===== src/rtl/lsr_pkg.sv =====
package lsr_pkg;
  // index of each serial control strobe in the sampled control vector
  localparam int CTL_SCLK  = 0;
  localparam int CTL_LAT   = 1;
  localparam int CTL_BLANK = 2;
  localparam int NUM_CTL   = 3;
  // reset level of each strobe: blanking starts asserted
  localparam logic [NUM_CTL-1:0] CTL_RST_LVL = 3'b100;
endpackage


===== src/rtl/lsr_ctl_edge.sv =====
module lsr_ctl_edge #(
  parameter int NUM = 3,
  parameter logic [NUM-1:0] RST_LVL = '0
) (
  input  logic           clk,
  input  logic           rst,
  input  logic [NUM-1:0] raw,
  output logic [NUM-1:0] level,
  output logic [NUM-1:0] rise
);
  logic [NUM-1:0] prev;

  for (genvar i = 0; i < NUM; i++) begin : g_ctl
    always_ff @(posedge clk) begin
      if (rst) begin
        level[i] <= RST_LVL[i];
        prev[i]  <= RST_LVL[i];
      end else begin
        level[i] <= raw[i];
        prev[i]  <= level[i];
      end
    end
    assign rise[i] = level[i] & ~prev[i];
  end
endmodule


===== src/rtl/lsr_shifter.sv =====
module lsr_shifter #(
  parameter int N = 16
) (
  input  logic         clk,
  input  logic         rst,
  input  logic         shift_en,
  input  logic         load_en,
  input  logic         ser_in,
  input  logic [N-1:0] load_val,
  output logic [N-1:0] q
);
  always_ff @(posedge clk) begin
    if (rst) begin
      q <= '0;
    end else if (load_en) begin
      q <= load_val;
    end else if (shift_en) begin
      q <= {q[N-2:0], ser_in};
    end
  end
endmodule


===== src/rtl/lsr_onoff_gate.sv =====
module lsr_onoff_gate #(
  parameter int N = 16
) (
  input  logic         clk,
  input  logic         rst,
  input  logic         commit,
  input  logic [N-1:0] commit_val,
  input  logic         blank_lvl,
  output logic [N-1:0] onoff,
  output logic [N-1:0] en
);
  always_ff @(posedge clk) begin
    if (rst) onoff <= '0;
    else if (commit) onoff <= commit_val;
  end

  for (genvar c = 0; c < N; c++) begin : g_chan
    always_ff @(posedge clk) begin
      if (rst) en[c] <= 1'b0;
      else     en[c] <= onoff[c] & ~blank_lvl;
    end
  end
endmodule


===== src/rtl/lsr_status.sv =====
module lsr_status #(
  parameter int N = 16
) (
  input  logic         clk,
  input  logic         rst,
  input  logic         blank_lvl,
  input  logic [N-1:0] det,
  input  logic         warn,
  input  logic [N-1:0] en,
  output logic [N-1:0] status
);
  logic [N-1:0] live;

  always_comb begin
    if (warn) live = '1;
    else      live = det & en;
  end

  always_ff @(posedge clk) begin
    if (rst) status <= '0;
    else if (!blank_lvl) status <= live;
  end
endmodule


===== src/rtl/led_switch_reg.sv =====
module led_switch_reg
  import lsr_pkg::*;
#(
  parameter int N = 16
) (
  input  logic         clk,
  input  logic         rst,
  input  logic         sin,
  input  logic         sclk,
  input  logic         lat,
  input  logic         blank,
  input  logic [N-1:0] open_det,
  input  logic         therm_warn,
  output logic         sout,
  output logic [N-1:0] chan_en
);
  logic [NUM_CTL-1:0] ctl_lvl, ctl_rise;
  logic               sin_q, warn_q;
  logic [N-1:0]       det_q, shreg, onoff, status;
  logic               sclk_rise, lat_rise, blank_lvl;

  lsr_ctl_edge #(.NUM(NUM_CTL), .RST_LVL(CTL_RST_LVL)) u_edge (
    .clk(clk), .rst(rst),
    .raw({blank, lat, sclk}),
    .level(ctl_lvl), .rise(ctl_rise)
  );

  assign sclk_rise = ctl_rise[CTL_SCLK];
  assign lat_rise  = ctl_rise[CTL_LAT];
  assign blank_lvl = ctl_lvl[CTL_BLANK];

  // data inputs share the sampling stage of the strobes
  always_ff @(posedge clk) begin
    if (rst) begin
      sin_q  <= 1'b0;
      warn_q <= 1'b0;
      det_q  <= '0;
    end else begin
      sin_q  <= sin;
      warn_q <= therm_warn;
      det_q  <= open_det;
    end
  end

  lsr_shifter #(.N(N)) u_shift (
    .clk(clk), .rst(rst),
    .shift_en(sclk_rise), .load_en(lat_rise),
    .ser_in(sin_q), .load_val(status), .q(shreg)
  );

  lsr_onoff_gate #(.N(N)) u_gate (
    .clk(clk), .rst(rst),
    .commit(lat_rise), .commit_val(shreg),
    .blank_lvl(blank_lvl), .onoff(onoff), .en(chan_en)
  );

  lsr_status #(.N(N)) u_stat (
    .clk(clk), .rst(rst),
    .blank_lvl(blank_lvl), .det(det_q), .warn(warn_q),
    .en(chan_en), .status(status)
  );

  assign sout = shreg[N-1];
endmodule


===== config.mk =====
export PLATFORM = sky130hd
export DESIGN_NAME = led_switch_reg
export DESIGN_NICKNAME = d
export VERILOG_FILES = /design/src/rtl/lsr_pkg.sv /design/src/rtl/lsr_ctl_edge.sv /design/src/rtl/lsr_shifter.sv /design/src/rtl/lsr_onoff_gate.sv /design/src/rtl/lsr_status.sv /design/src/rtl/led_switch_reg.sv
export SDC_FILE = /design/constraint.sdc
export NUM_CORES = 1
export LEC_CHECK = 0
export ABC_AREA = 1
export BUFFER_PORTS_ARGS = -buffer_cell sky130_fd_sc_hd__buf_2
export CAP_MARGIN = 10
export CORE_ASPECT_RATIO = 0.8
export CORE_UTILIZATION = 30
export CTS_CLUSTER_SIZE = 12
export DETAILED_ROUTE_END_ITERATION = 12
export PLACE_DENSITY_LB_ADDON = 0.15
export SETUP_SLACK_MARGIN = 0.05
export SLEW_MARGIN = 20
export SYNTH_ARGS = -nofsm -noshare
export SYNTH_HDL_FRONTEND = slang
export SYNTH_SLANG_ARGS = --single-unit

===== constraint.sdc =====
create_clock -name clk -period 1.2 [get_ports clk]
set_input_delay 0.18 -clock clk [delete_from_list [all_inputs] [get_ports clk]]
set_output_delay 0.18 -clock clk [all_outputs]
set_load 0.02 [all_outputs]

==> flow_summary.yaml <==
outcome:
  status: "complete, no violations"
sta:
  finClkSkew_ps: 4.378
  min_period_over_period_pct: 88.28
  clock.fmax_mhz: 944.0
  setup_viol_count_final: 0
  rsz0062_at_grt: "no"
  fin_ws_ps: 140.7
  worstMarginPinSlew_ps: 208.6
  period_minus_slack_ps: 1059
  final_max_slew_viol_count: 0
  fin_setup_tns_ps: 0
  slew_headroom_pct: 86.04
  hold_violations: 0
cells_and_area:
  drive_gt1_share_pct: 21.66
  instances_no_fill: 574
  antennaDiodeCount: 0
  final_common_cell: "dfxtp_1"
  final_area_um2: 3911
  layout_common_cells: "86 x dfxtp_1, 73 x inv_1, 39 x nor2_1, 39 x buf_2"
  n_fill_cell: 1077
  fin_nets: 452
  syn2layout_area_growth_pct: 21.82
clock_tree:
  cts_setup_buffers: 0
  cts_tree: "built"
  cts_sinks: 87
  cts_buffers: 9
  clkTransAtPathRegs_ps: 60
  htreeDepth: 3
  clk_latency_ps: 340
  cts-root-buf: "clkbuf_16"
  cts_buffer_depth: 2
setup_path:
  max_stage_delay_ps: 360
  cp.arrival_ps: 880
  cp.required_ps: 1020
  cp_max_fo: 3
  r2r_cells: 6
  reg2reg_slack_ps: 180
  path_cells: "buf_2"
  cp.buffers_inverters: 1
  reg2reg_from: "u_edge.prev[1]$_SDFF_PP0_"
  criticalPathCategory: "flop to primary output"
  critPathTopFamily: "flip-flops"
  r2r-end: "u_shift.q[5]$_SDFFE_PP0P_"
  cp-end-kind: "primary output"
  slowest_stage: "dfxtp_1"
  start_kind: "flop"
grt:
  gr-total-overflow: 0
  grt_usage_pct: 13.75
  grt_antenna_before_repair: 0
  grt_max_degree: 36
  grt_pass1_vias: 2359
  grt_pass1_wl_um: 11790
drt:
  final_antenna_net_count: 0
  vias_per_cell: 4.261
  vias: 2446
  drcViolationCount: 0
  wl_per_cell_um: 12.30
  first_pass_iters: 4
  wl_um: 7059
  drt_iter0_markers: 164
placed_design:
  gp_routability_congestion: 0.7339
  dp.cells: 558
  placedInstanceArea_um2: 3600
  io_buffers: 39
  dp_slack_ps: 132.9
  dp_hpwl_um: 4324
die:
  core_area_um2: 10320
  die_width_um: 117.7
  initial_core_util_pct: 31.10
  die-area_um2: 11120
  pin_count: 40
  die_h_um: 94.53
  num_rows: 33
min_path:
  min_to: "u_edge.level[2]$_SDFF_PP1_"
  hold_depth: 2
  worst_hold_path_type: "primary input to flop"
  hp-start: "blank"
synthesis:
  yosysWarnings: 0
  synth_cells: 387
  syn_area_um2: 3211
  synthesis.nets: 410
  yosysSeqAreaShare_pct: 54.25
  synth_cell_type_count: 21
  syn_area_per_cell_um2: 8.296
  synth-seq-cells: 87
pwr:
  vdd_drop_max_v: 0.0005920
  p_total_mw: 6.498
  powerDensity_nw_per_um2: 1661
  leakagePower_nw: 1.664
run:
  drv_cap: 0
## state kept, by name (all words and copies together), names as in the netlist
signal and cells:
u_gate.en 16, det_q 16, warn_q 1, u_gate.onoff 16, u_shift.q 16, u_edge.level 3
u_edge.prev 2, sin_q 1, u_stat.status 16
## where the power goes
| part | total [mW] | internal [mW] | switching, mW | leakage (nW) |
|---|---|---|---|---|
| Clock | 2.88 | 1.73 | 1.14 | 0.145 |
| Combinational | 0.531 | 0.206 | 0.325 | 0.805 |
| Sequential | 3.09 | 3.03 | 0.0595 | 0.714 |
## metrics by stage
| stage | hold slack, ps | util (%) |
|---|---|---|
| floorplan | 283.8 | - |
| global placement | 368.5 | 34.87 |
| detailed placement | 367.1 | 34.87 |
| CTS | 13.83 | 37.88 |
| global route | 18.64 | 37.89 |
| finish | 24.33 | 37.89 |
## layer usage
metal	global-route usage [%]	vias up	wire length, um
met5	0	-	0
met4	5.449	0	76
met3	4.106	7	357
met2	19.90	51	2735
met1	19.00	1103	3889
li1	-	1285	-
## cell usage after synthesis (all sizes together)
library cell	number	area, um2
a21oi	48	277.8
buf	15	122.6
clkbuf	7	26.28
dfxtp	87	1742
inv	74	277.8
nand2	36	161.4
nand3	48	290.3
nor2	39	146.4
o21ai	32	160.2
or2	1	6.260
## what timing repair did
item	in CTS	in global routing
resized for setup	0	2
hold buffers	0	0
endpoints found under the setup margin	0	5
## cells by family after synthesis
family / Yosys count / synth area share [%]
AND/OR/NAND/NOR: 124 / 18.82
buffers and inverters: 96 / 13.29
flip-flops: 87 / 54.25
AO/OA/AOI/OAI: 80 / 13.64
## worst max-delay path by stage
stage,from,to,slack [ps],depth (start not counted)
after floorplan,u_edge.level[1]$_SDFF_PP0_,u_shift.q[0]$_SDFFE_PP0P_,130,5
after global placement,rst,u_stat.status[12]$_SDFFE_PP0N_,180,5
after detailed placement,u_edge.level[1]$_SDFF_PP0_,u_gate.onoff[5]$_SDFFE_PP0P_,130,4
after CTS,u_shift.q[15]$_SDFFE_PP0P_,sout,120,1
after global routing,u_edge.prev[1]$_SDFF_PP0_,u_shift.q[2]$_SDFFE_PP0P_,90,6
final,u_shift.q[15]$_SDFFE_PP0P_,sout,140,1
## layout make-up
cell class	instances	area (um2)	share of cell area, %
flip-flops and latches	87	1743	44.56
clock inverters	4	53.80	1.376
inverters	74	277.8	7.102
multi-input cells	204	1042	26.65
well taps	140	175.2	4.479
clock buffers	12	256.5	6.558
repair buffers	53	362.8	9.277
Note: power is estimated with default switching activity, not from simulation.
